--- config.mk ---
export PLATFORM = sky130hd
export DESIGN_NAME = fpc_block_packer
export DESIGN_NICKNAME = d
export VERILOG_FILES = /design/src/rtl/fpc_pkg.sv /design/src/rtl/fpc_classify.sv /design/src/rtl/fpc_bit_append.sv /design/src/rtl/fpc_block_packer.sv
export SDC_FILE = /design/constraint.sdc
export NUM_CORES = 2
export LEC_CHECK = 0
export ABC_AREA = 1
export BUFFER_PORTS_ARGS = -buffer_cell sky130_fd_sc_hd__buf_4
export CAP_MARGIN = 0
export CORE_ASPECT_RATIO = 1.4
export CORE_MARGIN = 1.5
export CORE_UTILIZATION = 31
export CTS_BUF_LIST = sky130_fd_sc_hd__clkbuf_4 sky130_fd_sc_hd__clkbuf_8
export DETAILED_ROUTE_END_ITERATION = 16
export PLACE_DENSITY = 0.6
export SLEW_MARGIN = 20
export SYNTH_ARGS = -nofsm -noshare
export SYNTH_HDL_FRONTEND = slang
export SYNTH_SLANG_ARGS = --single-unit
--- constraint.sdc ---
create_clock -name clk -period 8.5 [get_ports clk]
set_clock_uncertainty 0.15 [all_clocks]
set_input_delay 0.85 -clock clk [delete_from_list [all_inputs] [get_ports clk]]
set_output_delay 0.85 -clock clk [all_outputs]
set_load 0.01 [all_outputs]
--- src/rtl/fpc_pkg.sv ---
package fpc_pkg;
    localparam int WORD_W = 32;
    localparam int PFX_W  = 3;
    localparam int CODE_W = PFX_W + WORD_W;
    localparam int LEN_W  = $clog2(CODE_W + 1);

    typedef enum logic [PFX_W-1:0] {
        PFX_ZRUN     = 3'b000,
        PFX_SE4      = 3'b001,
        PFX_SE8      = 3'b010,
        PFX_SE16     = 3'b011,
        PFX_PADHW    = 3'b100,
        PFX_BYTEPAIR = 3'b101,
        PFX_REPB     = 3'b110,
        PFX_RAW      = 3'b111
    } pfx_e;

    typedef struct packed {
        logic [CODE_W-1:0] bits;
        logic [LEN_W-1:0]  len;
    } code_t;
endpackage

--- src/rtl/fpc_classify.sv ---
module fpc_classify
    import fpc_pkg::*;
(
    input  logic [WORD_W-1:0] word_i,
    output logic              zero_o,
    output code_t             code_o
);
    logic se4, se8, se16, padhw, pair, repb;

    always_comb begin
        se4   = (word_i[31:3]  == {29{word_i[3]}});
        se8   = (word_i[31:7]  == {25{word_i[7]}});
        se16  = (word_i[31:15] == {17{word_i[15]}});
        padhw = (word_i[15:0]  == 16'h0000);
        pair  = (word_i[31:23] == {9{word_i[23]}}) && (word_i[15:7] == {9{word_i[7]}});
        repb  = (word_i[31:24] == word_i[23:16]) && (word_i[23:16] == word_i[15:8])
             && (word_i[15:8] == word_i[7:0]);
        zero_o = (word_i == '0);

        code_o.bits = '0;
        code_o.len  = '0;
        if (zero_o) begin
            code_o.bits[PFX_W-1:0] = PFX_ZRUN;
        end else if (se4) begin
            code_o.bits[PFX_W-1:0] = PFX_SE4;
            code_o.bits[PFX_W+:4]  = word_i[3:0];
            code_o.len             = LEN_W'(PFX_W + 4);
        end else if (se8) begin
            code_o.bits[PFX_W-1:0] = PFX_SE8;
            code_o.bits[PFX_W+:8]  = word_i[7:0];
            code_o.len             = LEN_W'(PFX_W + 8);
        end else if (repb) begin
            code_o.bits[PFX_W-1:0] = PFX_REPB;
            code_o.bits[PFX_W+:8]  = word_i[7:0];
            code_o.len             = LEN_W'(PFX_W + 8);
        end else if (se16) begin
            code_o.bits[PFX_W-1:0] = PFX_SE16;
            code_o.bits[PFX_W+:16] = word_i[15:0];
            code_o.len             = LEN_W'(PFX_W + 16);
        end else if (padhw) begin
            code_o.bits[PFX_W-1:0] = PFX_PADHW;
            code_o.bits[PFX_W+:16] = word_i[31:16];
            code_o.len             = LEN_W'(PFX_W + 16);
        end else if (pair) begin
            code_o.bits[PFX_W-1:0] = PFX_BYTEPAIR;
            code_o.bits[PFX_W+:16] = {word_i[23:16], word_i[7:0]};
            code_o.len             = LEN_W'(PFX_W + 16);
        end else begin
            code_o.bits[PFX_W-1:0] = PFX_RAW;
            code_o.bits[PFX_W+:32] = word_i;
            code_o.len             = LEN_W'(CODE_W);
        end
    end
endmodule

--- src/rtl/fpc_bit_append.sv ---
module fpc_bit_append
    import fpc_pkg::*;
#(
    parameter int STREAM_W = 560,
    parameter int POS_W    = 10
) (
    input  logic [STREAM_W-1:0] stream_i,
    input  logic [POS_W-1:0]    pos_i,
    input  logic                en_i,
    input  code_t               code_i,
    output logic [STREAM_W-1:0] stream_o,
    output logic [POS_W-1:0]    pos_o
);
    logic [STREAM_W-1:0] placed;

    always_comb begin
        placed = STREAM_W'(code_i.bits) << pos_i;
        if (en_i) begin
            stream_o = stream_i | placed;
            pos_o    = pos_i + POS_W'(code_i.len);
        end else begin
            stream_o = stream_i;
            pos_o    = pos_i;
        end
    end
endmodule

--- src/rtl/fpc_block_packer.sv ---
module fpc_block_packer
    import fpc_pkg::*;
#(
    parameter int BLOCK_WORDS = 16,
    parameter int RUN_MAX     = 8
) (
    input  logic                                            clk,
    input  logic                                            rst_n,
    input  logic                                            in_valid,
    input  logic [31:0]                                     in_word,
    output logic [BLOCK_WORDS*(fpc_pkg::CODE_W)-1:0]        out_stream,
    output logic [$clog2(BLOCK_WORDS*(fpc_pkg::CODE_W)/8+1)-1:0] out_bytes,
    output logic                                            out_done
);
    localparam int STREAM_W = BLOCK_WORDS * CODE_W;
    localparam int POS_W    = $clog2(STREAM_W + 8);
    localparam int BYTE_W   = $clog2(STREAM_W / 8 + 1);
    localparam int RUN_W    = $clog2(RUN_MAX + 1);
    localparam int RUNF_W   = $clog2(RUN_MAX);
    localparam int IDX_W    = $clog2(BLOCK_WORDS);
    localparam logic [IDX_W-1:0] LAST_IDX = IDX_W'(BLOCK_WORDS - 1);

    typedef struct packed {
        logic [STREAM_W-1:0] stream;
        logic [POS_W-1:0]    pos;
        logic [RUN_W-1:0]    run;
        logic [IDX_W-1:0]    idx;
        logic                done;
    } st_t;

    st_t st_d, st_q;

    function automatic code_t run_code(input logic [RUN_W-1:0] n);
        code_t c;
        c.bits = '0;
        c.bits[PFX_W-1:0]      = PFX_ZRUN;
        c.bits[PFX_W+:RUNF_W]  = RUNF_W'(n - 1'b1);
        c.len                  = LEN_W'(PFX_W + RUNF_W);
        return c;
    endfunction

    // word classification
    logic  w_zero;
    code_t w_code;

    fpc_classify u_cls (
        .word_i (in_word),
        .zero_o (w_zero),
        .code_o (w_code)
    );

    // emission selection
    logic [STREAM_W-1:0] base_stream, mid_stream, end_stream;
    logic [POS_W-1:0]    base_pos, mid_pos, end_pos;
    logic [RUN_W-1:0]    base_run, run_mid, run_next;
    logic                last_word, emit_a, emit_b;
    code_t               code_a, code_b;

    always_comb begin
        if (st_q.idx == '0) begin
            base_stream = '0;
            base_pos    = '0;
            base_run    = '0;
        end else begin
            base_stream = st_q.stream;
            base_pos    = st_q.pos;
            base_run    = st_q.run;
        end
        last_word = (st_q.idx == LAST_IDX);
        emit_a    = 1'b0;
        emit_b    = 1'b0;
        code_a    = run_code(base_run);
        code_b    = w_code;
        run_mid   = base_run;
        run_next  = base_run;
        if (w_zero) begin
            if (base_run == RUN_W'(RUN_MAX)) begin
                emit_a  = 1'b1;
                run_mid = RUN_W'(1);
            end else begin
                run_mid = base_run + 1'b1;
            end
            if (last_word) begin
                emit_b   = 1'b1;
                code_b   = run_code(run_mid);
                run_next = '0;
            end else begin
                run_next = run_mid;
            end
        end else begin
            emit_a   = (base_run != '0);
            emit_b   = 1'b1;
            run_next = '0;
        end
    end

    fpc_bit_append #(.STREAM_W(STREAM_W), .POS_W(POS_W)) u_app_a (
        .stream_i (base_stream),
        .pos_i    (base_pos),
        .en_i     (emit_a),
        .code_i   (code_a),
        .stream_o (mid_stream),
        .pos_o    (mid_pos)
    );

    fpc_bit_append #(.STREAM_W(STREAM_W), .POS_W(POS_W)) u_app_b (
        .stream_i (mid_stream),
        .pos_i    (mid_pos),
        .en_i     (emit_b),
        .code_i   (code_b),
        .stream_o (end_stream),
        .pos_o    (end_pos)
    );

    always_comb begin
        st_d      = st_q;
        st_d.done = 1'b0;
        if (in_valid) begin
            st_d.stream = end_stream;
            st_d.pos    = end_pos;
            st_d.run    = run_next;
            st_d.idx    = last_word ? '0 : st_q.idx + 1'b1;
            st_d.done   = last_word;
        end
    end

    always_ff @(posedge clk or negedge rst_n) begin
        if (!rst_n) begin
            st_q <= '0;
        end else begin
            st_q <= st_d;
        end
    end

    assign out_stream = st_q.stream;
    assign out_bytes  = BYTE_W'((st_q.pos + POS_W'(7)) >> 3);
    assign out_done   = st_q.done;

    // pending run never passes the cap
    a_r3_run_cap: assert property (@(posedge clk) disable iff (!rst_n)
        st_q.run <= RUN_W'(RUN_MAX));

    // done is a single-cycle pulse
    a_r10_done_pulse: assert property (@(posedge clk) disable iff (!rst_n)
        st_q.done |=> !st_q.done);

    // the last word of a block raises done next cycle
    a_r10_done_after_last: assert property (@(posedge clk) disable iff (!rst_n)
        (in_valid && st_q.idx == LAST_IDX) |=> st_q.done);

    // bit count never exceeds the stream
    a_r10_len_bound: assert property (@(posedge clk) disable iff (!rst_n)
        st_q.pos <= POS_W'(STREAM_W));

    // idle cycles leave length and index untouched and raise no done
    a_r11_idle_hold: assert property (@(posedge clk) disable iff (!rst_n)
        !in_valid |=> ($stable(st_q.pos) && $stable(st_q.idx) && !st_q.done));

    // within a block the bit count never shrinks
    a_r1_pos_grows: assert property (@(posedge clk) disable iff (!rst_n)
        (in_valid && st_q.idx != '0) |=> st_q.pos >= $past(st_q.pos));

    // a non-zero word always gets one of the legal code lengths
    a_r8_code_len: assert property (@(posedge clk) disable iff (!rst_n)
        (in_valid && !w_zero) |-> (w_code.len == LEN_W'(7) || w_code.len == LEN_W'(11)
                                  || w_code.len == LEN_W'(19) || w_code.len == LEN_W'(35)));
endmodule

==> impl_metrics.env <==
export IMPL_place_ws_ps=2505
export IMPL_rsz0062_at_grt="false"
export IMPL_reg2reg_depth=19
export IMPL_cts_hold_buf=1
export IMPL_grt_max_degree=190
export IMPL_overflow=0
export IMPL_postRouteAntennaNets=0
export IMPL_hp_start="in_valid"
export IMPL_muxShareOfSynthArea=0.0008163
export IMPL_synthSimpleGateAreaFrac=0.3013
export IMPL_dp_hpwl_um=173200
export IMPL_antenna_found_initial=8
export IMPL_slowest_delay_ps=830
export IMPL_syn_cell_area_mm2=0.04445
export IMPL_path_buf_inv=5
export IMPL_synth_seq_cells=579
export IMPL_vias_per_cell=6.097
export IMPL_final_util=0.3377
export IMPL_setup_viol=0
export IMPL_regToRegStartpoint="st_q[1]"
export IMPL_crit_path_frequent_cell="nand2_1"
export IMPL_cts_buffers=105
export IMPL_critical_path_class="flip-flop to flip-flop"
export IMPL_synth_top_family_by_area="simple AND/OR/NAND/NOR gates"
export IMPL_die_x_um=323.0
export IMPL_cp_start_kind="flip-flop"
export IMPL_gp_congestion=1.050
export IMPL_nets=6133
export IMPL_ir_drop_v=0.0003431
export IMPL_synth_main_ff_cell="dfrtp_1"
export IMPL_critPathSlowestCell="nand4_1"
export IMPL_cts_tree="done"
export IMPL_final_common_cell="nor2_1"
export IMPL_ys_seq_area_frac=0.3260
export IMPL_syn_avg_cell_area_um2=6.934
export IMPL_drc=0
export IMPL_cpLargestDelayFamily="simple AND/OR/NAND/NOR gates"
export IMPL_start_util=0.3121
export IMPL_clock_path_buffers=3
export IMPL_portBuffers=602
export IMPL_setup_ws_ps=2111
export IMPL_reg2reg_to="out_stream[543]"
export IMPL_fin_cells=8075
export IMPL_first_pass_iters=9
export IMPL_r2r_slack_ps=2110
export IMPL_h_tree_depth=3
export IMPL_relSlewSlack=0.1076
export IMPL_synth_nets=6457
export IMPL_holdPathStages=2
export IMPL_min_period_over_period=0.7517
export IMPL_ys_warn_count=0
export IMPL_ioPinCount=603
export IMPL_final_max_slew_viol_count=0
export IMPL_die_y_um=451.0
export IMPL_post_cts_setup_buffers=0
export IMPL_grt_pass1_wl_um=355900
export IMPL_endpoint_kind="flip-flop"
export IMPL_cts_resized=0
export IMPL_drive_gt1_frac=0.1649
export IMPL_core_mm2=0.1424
export IMPL_cts_num_sinks=579
export IMPL_hold_viol_final=0
export IMPL_drt_total_wl_um=254200
export IMPL_hold_class="primary input to flip-flop"
export IMPL_synthCells=6410
export IMPL_mostFrequentLayoutCells="nor2_1, nand2_1, buf_4"
export IMPL_setup_tns_ps=0
export IMPL_crit_start="st_q[1]"
export IMPL_synth_compound_area_frac=0.1889
export IMPL_async_reset_ff_frac=1.000
export IMPL_syn_to_final_growth_pct=8.186
export IMPL_synthAdderAreaFrac=0.003547
export IMPL_cp_arrival_ps=7030
export IMPL_dp_cells=7884
export IMPL_fin_crit_ps=6389
export IMPL_min_to="st_q[6]"
export IMPL_num_rows=164
export IMPL_drt_iter0_drc=7788
export IMPL_worst_pin_slew_ps=1328
export IMPL_clkTransAtPathRegs_ps=70
export IMPL_crit_fanout=54
export IMPL_die_area_mm2=0.1457
export IMPL_critPathRequiredTime_ps=9140
export IMPL_cp_cell_sequence="inv_1 -> ha_1 -> nand2_1 -> nor2_4 -> buf_4 -> nor2_4 -> inv_2 -> ha_1 -> nor3_1 -> nand3_1 -> nand2_2 -> inv_2 -> buf_4 -> nand4_1 -> nor2_1 -> nand3_1 -> nand2_1 -> nand2_1 -> a21oi_1"
export IMPL_status="complete, no violations"
export IMPL_powerDensity_mw_per_mm2=468.3
export IMPL_clock_root_buffer="clkbuf_8"
export IMPL_grt_use_total=0.3376
export IMPL_wire_per_inst_um=31.48
export IMPL_maxCapViolations=0
export IMPL_p_total_uw=22520
export IMPL_synth_xor_area_frac=0.006474
export IMPL_grt_pass1_vias=45465
export IMPL_synth_cell_types=62
export IMPL_p_leak_uw=0.01858
export IMPL_fmax_mhz=156.5
export IMPL_synth_edf_count=0
export IMPL_num_vias=49232
export IMPL_insertion_delay_ps=860
sequential cells by signal, indices dropped and copies added, names as in the netlist:
name and count:
st_q 18, out_done 1, out_stream 560
power breakdown:
part           total, uW  leakage (uW)  internal [uW]  switching, uW
Clock               2980       0.00118           1560           1420
Sequential          5290       0.00614           4010           1290
Combinational      14200        0.0113           3900          10300
Total              22500        0.0186           9470          13000
synthesized netlist by cell type, drive strengths merged (4+ instances only):
cell type | count | share of area
a211oi | 74 | 0.012
a21oi | 557 | 0.063
a221o | 30 | 0.0068
a221oi | 50 | 0.0099
a22oi | 41 | 0.0069
a31oi | 340 | 0.048
a32oi | 4 | 0.00079
and2 | 5 | 0.00070
buf | 806 | 0.12
clkbuf | 323 | 0.027
clkinv | 4 | 0.00037
dfrtp | 579 | 0.33
ha | 11 | 0.0031
inv | 272 | 0.023
nand2 | 898 | 0.077
nand3 | 624 | 0.071
nand4 | 403 | 0.057
nor2 | 957 | 0.084
nor3 | 85 | 0.010
nor4 | 7 | 0.00099
o211ai | 37 | 0.0062
o21ai | 234 | 0.029
o221ai | 10 | 0.0020
o22ai | 7 | 0.00099
xnor2 | 13 | 0.0026
xor2 | 16 | 0.0039
per-stage QoR:
step / hold slack [ps] / cell area (um2)
global route: 269.7 / 48080
global placement: 326.5 / 45750
CTS: 200.8 / 48000
detailed placement: 322.4 / 45770
finish: 295.6 / 48090
floorplan: 303.0 / 44450
worst max path at each step:
stage | to | slack [ps] | cells past startpoint
finish | out_stream[543] | 2110 | 19
global route | out_stream[162] | 1910 | 19
CTS | out_stream[482] | 2440 | 19
detailed placement | st_q[18] | 2510 | 23
global placement | st_q[18] | 2530 | 23
floorplan | st_q[17] | 4580 | 25
per-layer routing:
| layer | vias to the layer above | wire length (um) | part of all wire | track usage |
|---|---|---|---|---|
| met4 | 6 | 24280 | 0.096 | 0.2637 |
| li1 | 21085 | - | - | - |
| met3 | 736 | 33100 | 0.13 | 0.1224 |
| met2 | 3463 | 106000 | 0.42 | 0.4844 |
| met5 | - | 36 | 0.00014 | 0 |
| met1 | 23942 | 90760 | 0.36 | 0.4058 |
final cells by class:
type,instances,area [um2]
Antenna cell,3,7.507
Clock buffer,164,2044
Clock inverter,20,170.2
Fill cell,15443,94320
Inverter,276,1065
Multi-Input combinational cell,4426,22430
Sequential cell,579,14490
Tap cell,1909,2389
Timing Repair Buffer,698,5497
kinds of logic after synthesis:
family / count (synthesis)
buffers and inverters: 1405
xor gates and xnor gates: 29
adders and majority gates: 12
and+or+nand+nor: 2983
AOI/OAI and AO/OA: 1400
muxes: 2
DFF: 579
(Power assumes the default switching activity.)
